<file path="src/rtl/ftc_pkg.sv">
package ftc_pkg;

    localparam int CMD_BITS  = 11;
    localparam int IRQ_LINES = 5;
    localparam int LVL_BITS  = 3;
    localparam int DIO_BITS  = 4;

    typedef struct packed {
        logic [LVL_BITS-1:0] irq_lvl;
        logic                hold;
        logic                trig_en;
        logic                ext_sel;
        logic                auto_inc;
        logic [DIO_BITS-1:0] dout;
    } cmd_t;

    typedef enum logic [1:0] {
        HS_OFF     = 2'd0,
        HS_LOADING = 2'd1,
        HS_ARMED   = 2'd2
    } hs_state_t;

endpackage

</file>
<file path="src/rtl/ftc_trig_sync.sv">
module ftc_trig_sync #(
    parameter int SYNC_STAGES = 2
) (
    input  logic clk,
    input  logic rst_n,
    input  logic ext_async,
    input  logic int_pulse,
    input  logic ext_sel,
    output logic trig_pulse
);

    logic [SYNC_STAGES:0] chain_q;
    logic                 ext_edge;

    always_ff @(posedge clk) begin
        if (!rst_n) begin
            chain_q <= '0;
        end else begin
            chain_q <= {chain_q[SYNC_STAGES-1:0], ext_async};
        end
    end

    // rising edge of the synchronized level
    assign ext_edge   = chain_q[SYNC_STAGES-1] & ~chain_q[SYNC_STAGES];
    assign trig_pulse = ext_sel ? ext_edge : int_pulse;

endmodule

</file>
<file path="src/rtl/ftc_handshake.sv">
module ftc_handshake
    import ftc_pkg::*;
(
    input  logic clk,
    input  logic rst_n,
    input  logic cmd_wr,
    input  logic cmd_en,
    input  logic upd_wr,
    input  logic trig,
    output logic ready,
    output logic overrun,
    output logic acc_trig
);

    hs_state_t state_q, state_d;
    logic      overrun_q;

    always_ff @(posedge clk) begin
        if (!rst_n) begin
            state_q <= HS_OFF;
        end else begin
            state_q <= state_d;
        end
    end

    always_comb begin
        state_d = state_q;
        unique case (state_q)
            HS_OFF:     if (cmd_wr && cmd_en) state_d = HS_LOADING;
            HS_LOADING: if (upd_wr)           state_d = HS_ARMED;
            HS_ARMED:   if (trig)             state_d = HS_LOADING;
            default:                          state_d = HS_OFF;
        endcase
        if (cmd_wr && !cmd_en) begin
            state_d = HS_OFF;
        end
    end

    always_ff @(posedge clk) begin
        if (!rst_n) begin
            overrun_q <= 1'b0;
        end else if (cmd_wr) begin
            overrun_q <= 1'b0;
        end else if (trig && state_q == HS_LOADING) begin
            overrun_q <= 1'b1;
        end
    end

    always_comb begin
        acc_trig = trig && (state_q != HS_OFF);
        ready    = (state_q == HS_ARMED);
        overrun  = overrun_q;
    end

endmodule

</file>
<file path="src/rtl/ftc_irq.sv">
module ftc_irq
    import ftc_pkg::*;
(
    input  logic                 clk,
    input  logic                 rst_n,
    input  logic [LVL_BITS-1:0]  lvl,
    input  logic                 set,
    input  logic                 clr,
    output logic [IRQ_LINES-1:0] lines
);

    logic pend_q;

    always_ff @(posedge clk) begin
        if (!rst_n) begin
            pend_q <= 1'b0;
        end else if (set) begin
            pend_q <= 1'b1;
        end else if (clr) begin
            pend_q <= 1'b0;
        end
    end

    for (genvar i = 0; i < IRQ_LINES; i++) begin : g_line
        assign lines[i] = pend_q && (lvl == LVL_BITS'(i + 1));
    end

endmodule

</file>
<file path="src/rtl/frame_trig_ctrl.sv">
module frame_trig_ctrl
    import ftc_pkg::*;
#(
    parameter int SYNC_STAGES = 2
) (
    input  logic                 clk,
    input  logic                 rst_n,
    input  logic                 cmd_wr,
    input  logic [15:0]          cmd_wdata,
    input  logic                 upd_wr,
    input  logic                 stat_rd,
    input  logic [3:0]           cur_chan,
    input  logic [DIO_BITS-1:0]  din,
    input  logic                 int_trig,
    input  logic                 ext_trig,
    output logic [15:0]          stat_word,
    output logic [DIO_BITS-1:0]  dout,
    output logic                 auto_inc,
    output logic                 hold_mode,
    output logic                 upd_strobe,
    output logic [IRQ_LINES-1:0] irq_lines
);

    cmd_t cmd_q;
    logic trig_raw;
    logic acc_trig;
    logic ready;
    logic overrun;
    logic trig_en_q;
    logic strobe_q;
    logic unused_cmd_hi;

    assign unused_cmd_hi = ^cmd_wdata[15:CMD_BITS];

    always_ff @(posedge clk) begin
        if (!rst_n) begin
            cmd_q <= '0;
        end else if (cmd_wr) begin
            cmd_q <= cmd_t'(cmd_wdata[CMD_BITS-1:0]);
        end
    end

    assign trig_en_q = cmd_q.trig_en;

    ftc_trig_sync #(.SYNC_STAGES(SYNC_STAGES)) u_sync (
        .clk        (clk),
        .rst_n      (rst_n),
        .ext_async  (ext_trig),
        .int_pulse  (int_trig),
        .ext_sel    (cmd_q.ext_sel),
        .trig_pulse (trig_raw)
    );

    ftc_handshake u_hs (
        .clk      (clk),
        .rst_n    (rst_n),
        .cmd_wr   (cmd_wr),
        .cmd_en   (cmd_wdata[6]),
        .upd_wr   (upd_wr),
        .trig     (trig_raw),
        .ready    (ready),
        .overrun  (overrun),
        .acc_trig (acc_trig)
    );

    ftc_irq u_irq (
        .clk   (clk),
        .rst_n (rst_n),
        .lvl   (cmd_q.irq_lvl),
        .set   (acc_trig),
        .clr   (stat_rd | cmd_wr),
        .lines (irq_lines)
    );

    always_ff @(posedge clk) begin
        if (!rst_n) begin
            strobe_q <= 1'b0;
        end else begin
            strobe_q <= acc_trig | (upd_wr & ~cmd_q.trig_en & cmd_q.hold);
        end
    end

    always_comb begin
        stat_word  = {ready, overrun, 2'b00, cur_chan,
                      cmd_q.hold, cmd_q.trig_en, cmd_q.ext_sel, cmd_q.auto_inc, din};
        dout       = cmd_q.dout;
        auto_inc   = cmd_q.auto_inc;
        hold_mode  = cmd_q.hold;
        upd_strobe = strobe_q;
    end

endmodule

</file>
<file path="config.mk">
export PLATFORM = sky130hd
export DESIGN_NAME = frame_trig_ctrl
export DESIGN_NICKNAME = d
export VERILOG_FILES = /design/src/rtl/ftc_pkg.sv /design/src/rtl/ftc_trig_sync.sv /design/src/rtl/ftc_handshake.sv /design/src/rtl/ftc_irq.sv /design/src/rtl/frame_trig_ctrl.sv
export SDC_FILE = /design/constraint.sdc
export NUM_CORES = 1
export LEC_CHECK = 0
export CAP_MARGIN = 30
export CORE_MARGIN = 4
export CORE_UTILIZATION = 36
export CTS_CLUSTER_DIAMETER = 120
export DETAILED_ROUTE_END_ITERATION = 12
export PLACE_DENSITY = 0.83
export SYNTH_ARGS = -nofsm -noshare
export SYNTH_HDL_FRONTEND = slang
export SYNTH_HIERARCHICAL = 1
export SYNTH_SLANG_ARGS = --single-unit
</file>
<file path="constraint.sdc">
create_clock -name clk -period 1.5 [get_ports clk]
set_clock_uncertainty 0.2 [all_clocks]
set_input_delay 0.375 -clock clk [delete_from_list [all_inputs] [get_ports clk]]
set_output_delay 0.375 -clock clk [all_outputs]
set_load 0.1 [all_outputs]
</file>
==> summary.txt, run 1 <==
Timing
  – Final setup fails: 6
  – Tmin final: 1.77 ns
  – FMAX: 0.566 GHz
  – Hold Slack: 0.249 ns
  – Final hold violation count: 0
  – Post-route setup slack: -0.266 ns
  – Setup TNS: -1.37 ns
  – Slew Viols, Final: 0
  – RSZ-0062 raised after global routing: true
  – Tcrit/Tclk final: 118%

Pwr
  – Leak: 0.637 nW
  – Worst-case vdd ir drop: 583 uV
  – Pwr per Cell Area: 780 nW/um^2

Finish
  – Layout Utilization: 60.2%
  – Filler cells: 205
  – Layout Nets: 156
  – Most frequent cells in the layout: 18 x buf_12, 17 x clkdlybuf4s50_1, 12 x nor2b_1, 11 x mux2i_1, 7 x dfxtp_1
  – Share of cells above drive strength 1: 41.9%
  – Layout area overhead: 59.3%
  – Multi-input logic area: 417 sq um
  – Ant diodes: 0
  – FF/Latch Area: 410 sq um
  – Commonest non-fill, non-tap cell in the layout: buf_12

Yosys
  – Synthesized area: 945 sq um
  – Largest area contributor in the netlist: dfxtp_1
  – Average size of a mapped cell: 9.64 sq um
  – Syn. warnings: 6
  – Area share of the leading cell type in the synthesized netlist: 40.3%
  – Yosys reg bits: 19
  – Netlist cell types: 27
  – Seq/Total Area, Yosys: 40.3%
  – Top post-synthesis cells by area: dfxtp_1 40%, buf_4 16%, mux2i_1 12%
  – Synth Instances: 98

Setup path
  – Critical Path RT: 0.92 ns
  – Critical path peak fanout: 5
  – WP data arrival: 1.19 ns
  – Critical Path Sink Type: output pin
  – CP Class: flop to output pin
  – Worst setup SP type: flop

Detailed routing
  – M1 wire length: 669 um
  – Via density: 4.53
  – Vias post-DR: 697
  – 1st-pass router iterations: 3
  – Post-route ant nets: 0
  – DR WL met3: 188 um
  – Drt total wl: 1790 um
  – DRC violations left: 0
  – Drt wl/cell: 11.6 um
  – Met2 Wirelength: 922 um
  – Iter 0 DRT Violations: 14
  – Top Metal Used: met4

GRT
  – First-pass GRT wire length: 2800 um
  – Total Routing Usage GR: 10.2%
  – Largest net degree at the start of global routing: 12
  – Initial antenna violation count: 0
  – Gr ovfl total: 0
  – Vias in the first global route: 663

Floorplan
  – Starting Density: 37.8%
  – Chip height: 59.2 um
  – Standard-cell rows: 18
  – Die area: 3510 sq um
  – I/O pin cnt: 59
  – Core area: 2500 sq um
  – Die Span X: 59.2 um

CTS
  – Clk slew on worst S/H paths: 0.10 ns
  – CTS tree: done
  – CTS H-tree lvls: 1
  – CTS Buf Count: 3
  – Cts hold-fix bufs: 0
  – Root buf cell: clkbuf_4
  – Clk Latency, worst-skew pair: 0.29 ns
  – Clock Sink Count: 19
  – Clock buffer depth: 2

Placed design
  – Placer congestion estimate: 0.722
  – Final HPWL DP: 1490 um
  – I/O Buffers: 35

Status
  – Status: finished, violations left
  – Violated checks: setup timing

Min path
  – Worst hold path class: flop to flop

Job
  – Max-cap violations: 0
final cells by class:
cell class	count	share of cell area [%]
timing repair buffer	43	39.7
sequential	19	27.3
tap	30	2.49
multi-input combinational	54	27.7
clock buffer	3	1.50
clock inverter	1	0.333
inverter	4	0.998
state kept, by name, indices dropped and copies added, names as in the netlist:
register,cells
dout,4
cmd_q,3
u_sync/chain_q,3
u_hs/state_q,2
auto_inc,1
hold_mode,1
stat_word,1
trig_en_q,1
u_hs/overrun,1
u_irq/pend_q,1
upd_strobe,1
synth_stat cells:
cell type / number
and4b_2: 1
conb_1: 1
o21a_1: 1
mux2i_1: 11
nand3b_1: 1
nor3b_1: 1
buf_4: 20
or2_2: 1
a2bb2oi_1: 1
and2_1: 3
buf_6: 1
and2b_2: 2
nor3b_2: 1
nor3_1: 1
nand2_1: 4
a22oi_1: 1
nand4b_1: 1
o21ai_1: 1
dfxtp_1: 19
inv_1: 4
nor2b_1: 12
nor2_1: 3
o21ai_0: 1
and4bb_2: 2
nand3_1: 1
clkbuf_1: 1
a21oi_1: 2
stage by stage:
step           std cells  area [sq um]  total power (W)  worst slack [ns]
2_1_floorplan         99           985         0.000899            -0.319
3_3_place_gp         149          1440         0.000928            -0.206
3_5_place_dp         149          1440         0.000934            -0.256
4_1_cts              153          1480          0.00118            -0.272
5_1_grt              154          1510          0.00123            -0.320
6_report             154          1510          0.00117            -0.266
critical path: stages, from the launching register on:
cell and delay, ns:
dfxtp_4 0.38, buf_6 0.12, nor3_4 0.20, buf_12 0.20
cell families after synthesis:
group                  synth area share [%]
multiplexers                           11.7
AND/OR/NAND/NOR                        24.0
flip-flops                             40.3
buffers and inverters                  19.1
AO/OA/AOI/OAI                          4.64
other                                 0.397
layer usage:
metal  vias up  global-route usage (%)
li1        354                       -
met1       306                    11.2
met2        35                    17.8
met3         2                    3.70
met4         0                    4.21
met5         -                       0
report_power, final:
group / leakage [nW] / total, W / switching (W) / internal, W
Sequential: 0.162 / 0.000557 / 0.0000295 / 0.000527
Combinational: 0.457 / 0.000367 / 0.000208 / 0.000159
Clock: 0.0177 / 0.000250 / 0.000151 / 0.0000991
Total: 0.637 / 0.00117 / 0.000389 / 0.000785
path summary, 6_finish.rpt:
check,startpoint,end,slack (ns),depth (start not counted)
hold reg to reg,u_sync/chain_q[0]$_SDFF_PN0_,u_sync/chain_q[1]$_SDFF_PN0_,0.25,1
hold / removal,u_sync/chain_q[0]$_SDFF_PN0_,u_sync/chain_q[1]$_SDFF_PN0_,0.25,1
setup / recovery,cmd_q[9]$_SDFFE_PN0P_,irq_lines[3],-0.27,3
setup reg to reg,stat_word[5]$_SDFFE_PN0P_,u_hs/state_q[1]$_SDFFE_PP0P_,0.29,5
repair_timing:
item / 4_1_cts / 5_1_grt
endpoints found under the setup margin: 7 / 13
buffers inserted: 0 / 1
gates resized for setup: 6 / 8
pin swaps: 4 / 1
endpoints found under the hold margin: 0 / 0
(Power assumes the default switching activity.)
==> run 2: changes to the inputs <==
CORE_UTILIZATION = 32   (was 36)
PLACE_DENSITY = 0.78   (was 0.83)
clock period = 1.4 ns   (was 1.5 ns; I/O delays follow)
==> run 2 against run 1 <==
Compared with the run above:
- the run still ends with setup timing left
- die area rose by 11%
- design area rose by 3.9%
- first-iteration DRC count fell by 71%
- critical path type unchanged
- non-clock buffer count rose by 6
- power rose by 8.8%
- largest power group unchanged
- via count rose by 3.4%
- critical endpoint is now irq_lines[4]
==> summary.txt, run 2 (same netlist as run 1, synthesis figures left out) <==
Status
  – Status: finished, violations left
  – Violated checks: setup timing

CTS
  – CTS tree: done
  – CTS Buf Count: 3 (unchanged)
  – CTS H-tree lvls: 1 (unchanged)
  – Clock buffer depth: 2 (unchanged)
  – Clk Latency, worst-skew pair: 0.30 ns (about the same)
  – Root buf cell: clkbuf_4
  – Clock Sink Count: 19 (unchanged)
  – Clk slew on worst S/H paths: 0.10 ns (about the same)
  – Cts hold-fix bufs: 0 (unchanged)

Detailed routing
  – DRC violations left: 0 (unchanged)
  – Drt wl/cell: 12.6 um (+8.4%)
  – Post-route ant nets: 0 (unchanged)
  – Via density: 4.48 (-1.1%)
  – Vias post-DR: 721 (+3.4%)
  – Drt total wl: 2030 um (+13%)
  – Iter 0 DRT Violations: 4 (-10)
  – 1st-pass router iterations: 4 (+1)

Finish
  – Layout Nets: 162 (+3.8%)
  – Ant diodes: 0 (unchanged)
  – Most frequent cells in the layout: 18 x buf_12, 16 x clkdlybuf4s50_1, 13 x buf_4, 12 x nor2b_1, 11 x mux2i_1
  – Share of cells above drive strength 1: 48.5% (+6.5 points)
  – Layout area overhead: 65.6%
  – Commonest non-fill, non-tap cell in the layout: buf_12
  – Max reg flops: 4 (unchanged)
  – Final non-filler cell total: 161 (+4.5%)

Timing
  – Post-route setup slack: -0.337 ns (-0.0710 ns)
  – Final hold violation count: 0 (unchanged)
  – Hold Slack: 0.246 ns (-0.00298 ns)
  – Tcrit/Tclk final: 124%
  – Final setup fails: 10 (+4)
  – RSZ-0062 raised after global routing: true
  – Slew Viols, Final: 0 (unchanged)
  – Tmin final: 1.74 ns
  – FMAX: 0.576 GHz

GRT
  – Vias in the first global route: 796 (+20%)
  – First-pass GRT wire length: 3480 um (+24%)
  – Total Routing Usage GR: 10.5% (+0.21 points)
  – Gr ovfl total: 0 (unchanged)
  – Initial antenna violation count: 0 (unchanged)
  – Largest net degree at the start of global routing: 11 (-1)

Pwr
  – Final Total Pwr: 0.00128 W (+8.8%)
  – Pwr per Cell Area: 817 nW/um^2 (+4.7%)
  – Leak: 0.676 nW (+6.1%)
  – Worst-case vdd ir drop: 590 uV (+1.3%)

Placed design
  – Placer congestion estimate: 0.707 (-2.1%)
  – I/O Buffers: 35 (unchanged)
  – Final HPWL DP: 1620 um (+8.6%)
  – Cells after DPL: 152 (+2.0%)

Job
  – Max-cap violations: 0 (unchanged)

Setup path
  – Critical Path Sink Type: output pin
  – Critical path peak fanout: 5 (unchanged)
  – Buf+Inv Stages, Crit Path: 1 (-1)
  – Worst path top cell family by delay: flip-flops
  – Critical path's largest stage delay: 0.39 ns (about the same)
  – WP data arrival: 1.19 ns (about the same)
  – CP Class: flop to output pin
  – Worst setup SP type: flop
  – Crit-path slowest cell: dfxtp_4
  – Critical Path RT: 0.85 ns (-0.07 ns)
  – CP cell instances: nand2_4 > nor3b_4 > buf_12

Floorplan
  – Standard-cell rows: 19 (+1)
  – Chip height: 62.3 um (+5.2%)
  – Core area: 2780 sq um (+11%)
  – Starting Density: 34.0% (-3.8 points)
  – Die Span X: 62.3 um (+5.2%)
  – I/O pin cnt: 59 (unchanged)
  – Die area: 3890 sq um (+11%)

Min path
  – Worst hold path class: flop to flop
run 2: worst paths after layout:
kind / cells past startpoint / end / slack, ns / from
hold reg to reg: 1 / u_sync/chain_q[1]$_SDFF_PN0_ / 0.25 / u_sync/chain_q[0]$_SDFF_PN0_
hold / removal: 1 / u_sync/chain_q[1]$_SDFF_PN0_ / 0.25 / u_sync/chain_q[0]$_SDFF_PN0_
setup / recovery: 3 / irq_lines[4] / -0.34 / u_irq/pend_q$_SDFFE_PN0P_
setup reg to reg: 5 / u_hs/state_q[1]$_SDFFE_PP0P_ / 0.10 / stat_word[5]$_SDFFE_PN0P_
run 2: per-layer routing:
metal	share of wire [%]	track usage, %	vias up
met3	10	3.78	2
met1	35	10.5	325
met2	54	19.7	30
met4	0.84	3.18	0
li1	-	-	364
met5	0	0	-
run 2: cell type report:
class                   instances  area [sq um]
repair buffers                 49           642
clock buffers                   4          26.3
multi-input cells              54           424
flip-flops and latches         19           418
well taps                      31          38.8
fillers                       264          1220
inverters                       4          15.0
run 2: power by group:
part / internal (W) / switching (W) / total (W)
Combinational: 0.000180 / 0.000231 / 0.000411
Clock: 0.000111 / 0.000161 / 0.000272
Sequential: 0.000564 / 0.0000302 / 0.000595
Total: 0.000855 / 0.000423 / 0.00128
run 2: stage by stage:
step	setup slack, ns	TNS, ns	utilization, %	area (sq um)
floorplan	-0.394	-1.37	-	993
global placement	-0.280	-4.71	52.4	1460
detailed placement	-0.316	-5.10	52.4	1460
CTS	-0.340	-1.95	55.6	1550
global route	-0.387	-2.27	56.2	1560
finish	-0.337	-1.86	56.2	1560
run 2: what timing repair did:
item,in CTS,in global routing
resized for setup,15,6
setup buffers,5,0
pin swaps,4,3
setup endpoints to repair,17,31
